File: src/rtl/strap_cfg_pkg.sv
package strap_cfg_pkg;
  localparam int unsigned REG_W     = 32;
  localparam int unsigned FREQ_W    = 4;
  localparam int unsigned BIT_SWAP  = 13;
  localparam int unsigned BIT_BIST  = 12;
  localparam int unsigned FREQ_LSB  = 8;
  localparam int unsigned BIT_SAFE  = 2;
  localparam int unsigned BIT_NORB  = 1;
  localparam logic [FREQ_W-1:0] FREQ_SAFE = '1;
endpackage

File: src/rtl/strap_sync.sv
module strap_sync #(
  parameter int unsigned WIDTH  = 3,
  parameter int unsigned STAGES = 2
) (
  input  logic             clk,
  input  logic             rst,
  input  logic [WIDTH-1:0] d_i,
  output logic [WIDTH-1:0] q_o
);
  logic [WIDTH-1:0] chain [STAGES];

  genvar s;
  generate
    for (s = 0; s < STAGES; s++) begin : g_stage
      always_ff @(posedge clk) begin
        if (rst) chain[s] <= '0;
        else if (s == 0) chain[s] <= d_i;
        else chain[s] <= chain[(s == 0) ? 0 : s-1];
      end
    end
  endgenerate

  assign q_o = chain[STAGES-1];
endmodule

File: src/rtl/strap_cfg_fields.sv
module strap_cfg_fields
  import strap_cfg_pkg::*;
#(
  parameter int unsigned FW = FREQ_W
) (
  input  logic          clk,
  input  logic          rst_rtc_i,
  input  logic          rst_rsm_i,
  input  logic          rst_core_i,
  input  logic          pg_rise_i,
  input  logic          safe_s_i,
  input  logic          spkr_n_s_i,
  input  logic          wr_hit_i,
  input  logic [1:0]    be_lo_i,
  input  logic [15:0]   wdata_lo_i,
  output logic          swap_q,
  output logic          bist_q,
  output logic [FW-1:0] freq_q,
  output logic          safe_q,
  output logic          norb_q
);
  logic wr_b0, wr_b1;
  assign wr_b0 = wr_hit_i && be_lo_i[0];
  assign wr_b1 = wr_hit_i && be_lo_i[1];

  // RTC domain: swap, stored multiplier, safe flag
  always_ff @(posedge clk) begin
    if (rst_rtc_i) begin
      swap_q <= 1'b0;
      freq_q <= '1;
      safe_q <= 1'b0;
    end else begin
      if (wr_b1) swap_q <= wdata_lo_i[BIT_SWAP];
      if (wr_b1 && !safe_q) freq_q <= wdata_lo_i[FREQ_LSB +: FW];
      if (pg_rise_i) safe_q <= safe_s_i;
    end
  end

  // Resume domain: self-test enable
  always_ff @(posedge clk) begin
    if (rst_rsm_i) bist_q <= 1'b0;
    else if (wr_b1) bist_q <= wdata_lo_i[BIT_BIST];
  end

  // Core domain: no-reboot, strap-set and write-one-to-set, clear blocked by jumper
  always_ff @(posedge clk) begin
    if (rst_core_i) norb_q <= 1'b0;
    else if (pg_rise_i && !spkr_n_s_i) norb_q <= 1'b1;
    else if (wr_b0) begin
      if (wdata_lo_i[BIT_NORB]) norb_q <= 1'b1;
      else if (spkr_n_s_i) norb_q <= 1'b0;
    end
  end

  AST_SAFE_HOLD: assert property (@(posedge clk) disable iff (rst_rtc_i)
    !pg_rise_i |=> $stable(safe_q));
  AST_NORB_NO_CLEAR: assert property (@(posedge clk) disable iff (rst_rtc_i || rst_core_i)
    (norb_q && !spkr_n_s_i) |=> norb_q);
  AST_SWAP_HOLD: assert property (@(posedge clk) disable iff (rst_rtc_i)
    !wr_b1 |=> $stable(swap_q));
endmodule

File: src/rtl/strap_cfg_reg.sv
module strap_cfg_reg
  import strap_cfg_pkg::*;
#(
  parameter int unsigned ADDR_W      = 8,
  parameter logic [7:0]  REG_ADDR    = 8'hD4,
  parameter int unsigned SYNC_STAGES = 2
) (
  input  logic              clk,
  input  logic              rst_rtc_i,
  input  logic              rst_rsm_i,
  input  logic              rst_core_i,
  input  logic              pwr_good_i,
  input  logic              strap_safe_i,
  input  logic              strap_spkr_n_i,
  input  logic              rd_en_i,
  input  logic              wr_en_i,
  input  logic [ADDR_W-1:0] addr_i,
  input  logic [3:0]        be_i,
  input  logic [REG_W-1:0]  wdata_i,
  output logic [REG_W-1:0]  rdata_o,
  input  logic              cpu_rst_i,
  input  logic              fw_a16_i,
  input  logic              fw_boot_sel_i,
  output logic              fw_a16_o,
  output logic              init_o,
  output logic              top_swap_o,
  output logic [FREQ_W-1:0] freq_mult_o,
  output logic              safe_mode_o,
  output logic              no_reboot_o
);
  logic [2:0] sync_q;
  logic       pg_s, pg_d, pg_rise;
  logic       hit;
  logic       swap_q, bist_q, safe_q, norb_q;
  logic [FREQ_W-1:0] freq_q, freq_eff;
  logic [REG_W-1:0]  view;

  strap_sync #(.WIDTH(3), .STAGES(SYNC_STAGES)) u_sync (
    .clk (clk),
    .rst (rst_rtc_i),
    .d_i ({pwr_good_i, strap_safe_i, strap_spkr_n_i}),
    .q_o (sync_q)
  );

  assign pg_s = sync_q[2];

  always_ff @(posedge clk) begin
    if (rst_rtc_i) pg_d <= 1'b0;
    else pg_d <= pg_s;
  end
  assign pg_rise = pg_s && !pg_d;

  assign hit = (addr_i[ADDR_W-1:2] == REG_ADDR[ADDR_W-1:2]);

  strap_cfg_fields #(.FW(FREQ_W)) u_fields (
    .clk        (clk),
    .rst_rtc_i  (rst_rtc_i),
    .rst_rsm_i  (rst_rsm_i),
    .rst_core_i (rst_core_i),
    .pg_rise_i  (pg_rise),
    .safe_s_i   (sync_q[1]),
    .spkr_n_s_i (sync_q[0]),
    .wr_hit_i   (wr_en_i && hit),
    .be_lo_i    (be_i[1:0]),
    .wdata_lo_i (wdata_i[15:0]),
    .swap_q     (swap_q),
    .bist_q     (bist_q),
    .freq_q     (freq_q),
    .safe_q     (safe_q),
    .norb_q     (norb_q)
  );

  assign freq_eff = safe_q ? FREQ_SAFE : freq_q;

  always_comb begin
    view = '0;
    view[BIT_SWAP] = swap_q;
    view[BIT_BIST] = bist_q;
    view[FREQ_LSB +: FREQ_W] = freq_eff;
    view[BIT_SAFE] = safe_q;
    view[BIT_NORB] = norb_q;
  end

  always_ff @(posedge clk) begin
    if (rst_core_i) rdata_o <= '0;
    else if (rd_en_i) rdata_o <= hit ? view : '0;
  end

  always_ff @(posedge clk) begin
    if (rst_rsm_i) init_o <= 1'b0;
    else init_o <= bist_q && cpu_rst_i;
  end

  always_ff @(posedge clk) begin
    if (rst_rtc_i) begin
      fw_a16_o    <= 1'b0;
      top_swap_o  <= 1'b0;
      freq_mult_o <= '1;
      safe_mode_o <= 1'b0;
    end else begin
      fw_a16_o    <= fw_a16_i ^ (swap_q && fw_boot_sel_i);
      top_swap_o  <= swap_q;
      freq_mult_o <= freq_eff;
      safe_mode_o <= safe_q;
    end
  end

  always_ff @(posedge clk) begin
    if (rst_core_i) no_reboot_o <= 1'b0;
    else no_reboot_o <= norb_q;
  end

  AST_INIT_OFF: assert property (@(posedge clk) disable iff (rst_rsm_i)
    !bist_q |=> !init_o);
  AST_FREQ_FORCED: assert property (@(posedge clk) disable iff (rst_rtc_i)
    safe_q |=> (freq_mult_o == FREQ_SAFE));
  AST_FEATURE_NO_SWAP: assert property (@(posedge clk) disable iff (rst_rtc_i)
    !fw_boot_sel_i |=> (fw_a16_o == $past(fw_a16_i)));
endmodule

File: config.mk
export PLATFORM = sky130hd
export DESIGN_NAME = strap_cfg_reg
export DESIGN_NICKNAME = d
export VERILOG_FILES = /design/src/rtl/strap_cfg_pkg.sv /design/src/rtl/strap_sync.sv /design/src/rtl/strap_cfg_fields.sv /design/src/rtl/strap_cfg_reg.sv
export SDC_FILE = /design/constraint.sdc
export NUM_CORES = 1
export LEC_CHECK = 0
export ABC_CLOCK_PERIOD_IN_PS = 1600
export CORE_MARGIN = 5
export CORE_UTILIZATION = 60
export DETAILED_ROUTE_END_ITERATION = 10
export DONT_BUFFER_PORTS = 1
export PLACE_DENSITY = 0.87
export SETUP_SLACK_MARGIN = 0.15
export SYNTH_ARGS = -nofsm -noshare
export SYNTH_HDL_FRONTEND = slang
export SYNTH_SLANG_ARGS = --single-unit
File: constraint.sdc
create_clock -name clk -period 1.6 [get_ports clk]
set_input_delay 0.32 -clock clk [delete_from_list [all_inputs] [get_ports clk]]
set_output_delay 0.32 -clock clk [all_outputs]
set_load 0.03 [all_outputs]
* After elaboration in Yosys (flattened, before gate mapping)
Memories as Yosys holds them, arrays and structs flattened.
Cells that the tools add are included.
** Operators by class
- Eq/ne operators :: 1
- Mux-type cells :: 11
- Bitwise operators :: 3
- Reductions and logical operators :: 14
** Operators with widths (number)
- two-way mux 14 bit :: 1
- logical AND 1 bit :: 8
- two-way mux 1 bit :: 7
- == test 6 bit (second input constant) :: 1
- two-way mux 3 bit :: 2
- two-way mux 4 bit :: 1
- logical NOT 1 bit :: 3
- nonzero test 3 bit :: 1
- OR 1 bit :: 2
- AND reduction 2 bit :: 1
- nonzero test 2 bit :: 1
- bitwise XOR 1 bit :: 1
** Storage, ports and cells
- Register bits after elaboration :: 50
- Bits in writable memories :: 6
- Input port bits :: 56
- Memories :: 1
** Memories
- u_sync.chain :: depth 2, width 3, read ports 2, clocked after Yosys merged registers in 0, wr ports 2, RTL line strap_sync.sv:10 : logic [WIDTH-1:0] chain [STAGES];

* Longest topological paths before layout
- Depth after elaboration :: 5
- Mapped depth :: 4
- Gate-level depth less buffers :: 3

* By module
A second synthesis with hierarchy kept.
** Second synthesis, totals
- Cells, all modules :: 137
- Area total of the unflattened synthesis :: 1338.8 um^2
** Modules (own cells, without submodules)
- strap_cfg_reg :: instances 1, cells each 89, area an instance 837.1 um^2, sequential area each 360.3 um^2
- strap_cfg_fields :: instances 1, cells each 36, area an instance 344.1 um^2, sequential area each 160.2 um^2
- strap_sync :: instances 1, cells each 12, area an instance 157.7 um^2, sequential area each 120.1 um^2

* Worst setup path after synthesis
No wires, ideal clock.
- Path type :: input -> register
- From :: in addr_i[3]
- To :: reg u_fields.norb_q
- Library setup time :: 0.138 ns
- Arrival time :: 1.030 ns
- Slack :: 0.433 ns
- Stages on the path :: 3
- Buffers on the path :: 0
- Cell sequence :: nand4b_1 -> o41ai_1 -> o311ai_1
** On the way
- Word-level cells in the longest chain between the ends :: 5
** Ends and longest elaborated chain
- from (decl) :: RTL line strap_cfg_reg.sv:17 : input logic [ADDR_W-1:0] addr_i,
- == test 6 bit :: RTL line strap_cfg_reg.sv:53 : assign hit = (addr_i[ADDR_W-1:2] == REG_ADDR[ADDR_W-1:2]);
- logical AND 1 bit :: RTL line strap_cfg_reg.sv:63 : .wr_hit_i (wr_en_i && hit),
- logical AND 1 bit :: RTL line strap_cfg_fields.sv:23 : assign wr_b0 = wr_hit_i && be_lo_i[0];
- nonzero test 2 bit (no line)
- AND reduction 2 bit (no line)
- to (signal assigned) :: RTL line strap_cfg_fields.sv:47 : if (rst_core_i) norb_q <= 1'b0;
- to (signal assigned) :: RTL line strap_cfg_fields.sv:48 : else if (pg_rise_i && !spkr_n_s_i) norb_q <= 1'b1;
- to (signal assigned) :: RTL line strap_cfg_fields.sv:50 : if (wdata_lo_i[BIT_NORB]) norb_q <= 1'b1;
- to (decl) :: RTL line strap_cfg_fields.sv:20 : output logic norb_q
Every way passes these cells.
A chain may end at the register's enable or synchronous reset.

* Worst setup path after layout
- From :: reg rdata_o[11]
- To :: out rdata_o[11]
** RTL lines
- from (decl) :: RTL line strap_cfg_reg.sv:20 : output logic [REG_W-1:0] rdata_o,
- from (signal assigned) :: RTL line strap_cfg_reg.sv:86 : else if (rd_en_i) rdata_o <= hit ? view : '0;
No word-level cell between the ends.

==> run summary <==
Core area = 2170 sq um
Post-placement setup slack = 291 ps
Worst r2r src = u_fields.safe_q
Hold Path Sink = rdata_o[2]
Flop-to-flop setup slack = 470 ps
Warnings, synthesis = 0
Starting Density = 62.2%
Post-CTS Setup Repair Bufs = 0
DIE AREA = 3300 sq um
WL per Instance = 13.9 um
Type of the tightest min-delay check = input port to flop
Post-Route WL = 2.36 mm
Commonest non-fill, non-tap cell in the layout = dfxtp_1
Hold Startpoint = rst_core_i
Critical path launch point type = flop
Final number of max-transition violations = 0
P_leak = 0.507 nW
CP Max Fanout = 2
Number of enable flip-flop cells after synthesis = 0
Via count = 878
Critical Path AT = 860 ps
CTS clk-pin slew, worst paths = 100 ps
Port buffer count = 0
Die Wd = 57.4 um
Cells after Synth = 141
Placed cell areas = 1260 sq um
Placed wire-length estimate = 1.85 mm
Clock sinks = 32
Worst r2r path cells = 2
Seq/Total Area, Yosys = 47.5%
# rows = 17
Clk buf depth = 2
Fin util = 60.8%
Max_cap viols = 0
Share of layout cells above drive strength 1 = 7.75%
Post-layout min period = 1180 ps
Tcrit/Tclk final = 74.0%
Worst setup EP type = primary output
Post-CTS resize count = 0
TritonCTS Buffers = 5
I/O pin count = 97
Initial antenna violation count = 0
Chip Height = 57.4 um
H-tree depth = 2
GP Congestion = 0.778
Cell variety after synth = 27
Pwr Density = 1060 nW/um^2
Final worst slack = 416 ps
Layout area overhead = -2.13%
Clock root buffer = clkbuf_4
Synthesized area = 1350 sq um
Total congestion overflow = 0
Status = complete, no violations
Skew-Pair Late Insertion Delay = 330 ps
Hold Crit Depth = 1
Fmax = 845 MHz
Synthesized area per cell = 9.57 sq um
Primary FF master, synth = dfxtp_1
Starting DRT DRC Count = 18
Final instance area = 1320 sq um
RSZ-0062 raised after global routing = false
Synthesized flop and latch total = 32
FF-to-FF End = u_fields.freq_q[0]
Worst Path Required = 1280 ps
Maximum VDD drop = 0.627 mV
First-pass GRT wire length = 3.70 mm
Largest net degree at the start of global routing = 25
Final Hold Vio Count = 0
CTS tree = done
Commonest non-fill, non-tap cells in the layout = dfxtp_1, conb_1, nor2_1
Final setup violation count = 0
Final nets = 197
Number of antenna-violating nets in the routed design = 0
DRC = 0
Vias in the first global route = 841
Total global-route track usage = 15.1%
Setup TNS = 0 ps
Crit path kind = flop to primary output
N_diodes = 0
DR vias/cell = 5.16
Final Skew = 11.7 ps
Hold_buf cts = 0
Async set-reset flop share out of synthesis = 0%
Pre-antenna DRT Iters = 4
-- routing by layer --
metal	track usage (%)	vias up	part of all wire [%]
met2	24.8	36	53
met4	8.94	0	1.6
met3	7.69	5	10
met1	15.0	406	35
li1	-	431	-
met5	0	-	0
-- sequential cells by signal, summed over array words and instances, names as in the netlist --
register	count
rdata_o	8
u_sync.chain	6
freq_mult_o	4
u_fields.freq_q	4
fw_a16_o	1
init_o	1
no_reboot_o	1
pg_d	1
safe_mode_o	1
top_swap_o	1
u_fields.bist_q	1
u_fields.norb_q	1
u_fields.safe_q	1
u_fields.swap_q	1
-- stage by stage --
step                instances  total power, mW  hold WS [ps]
floorplan                 164            0.998           389
global placement          162            0.943           391
detailed placement        162            0.945           392
CTS                       170             1.41          30.3
global route              170             1.46          21.3
finish                    170             1.40          38.5
-- cells in the mapped netlist (2+ instances only) --
cell type / n / area [sq um]
dfxtp_1: 32 / 641
buf_4: 24 / 180
nor2_1: 15 / 56.3
nand2b_1: 10 / 62.6
nor2b_1: 10 / 62.6
a21oi_1: 6 / 30.0
mux2i_1: 5 / 50.1
clkbuf_1: 4 / 15.0
nand3_1: 4 / 20.0
nand4_1: 4 / 25.0
o32ai_1: 4 / 35.0
or3_1: 4 / 25.0
and4b_1: 2 / 20.0
nand2_1: 2 / 7.51
nand4b_1: 2 / 17.5
o21ai_0: 2 / 10.0
-- layout make-up --
class | count | area, sq um
multi-input cells | 101 | 579
well taps | 28 | 35.0
clock buffers | 6 | 51.3
flip-flops and latches | 32 | 641
inverters | 1 | 3.75
clock inverters | 2 | 10.0
fillers | 187 | 850
-- where the power goes --
part / internal (mW) / switching, mW
Combinational: 0.0192 / 0.0889
Clock: 0.209 / 0.267
Sequential: 0.809 / 0.0112
-- cell families (layout without fill, tap and decap cells) --
group	Yosys count	after routing	synth area share, %
buffers and inverters	31	9	16.0
xor gates and xnor gates	1	1	0.649
muxes	5	5	3.71
AOI/OAI and AO/OA	14	14	6.86
other	1	24	0.278
DFF	32	32	47.5
and+or+nand+nor	57	57	25.0
-- worst max-delay path by stage --
stage,from,end,slack [ps],depth (start not counted)
2_1_floorplan,addr_i[3],u_fields.norb_q,430,3
3_3_place_gp,addr_i[3],u_fields.norb_q,360,3
3_5_place_dp,addr_i[3],u_fields.freq_q[0],290,3
4_1_cts,rdata_o[11],rdata_o[11],400,0
5_1_grt,u_fields.safe_q,u_fields.freq_q[1],370,2
6_report,rdata_o[11],rdata_o[11],420,0
Note: power is estimated with default switching activity, not from simulation.
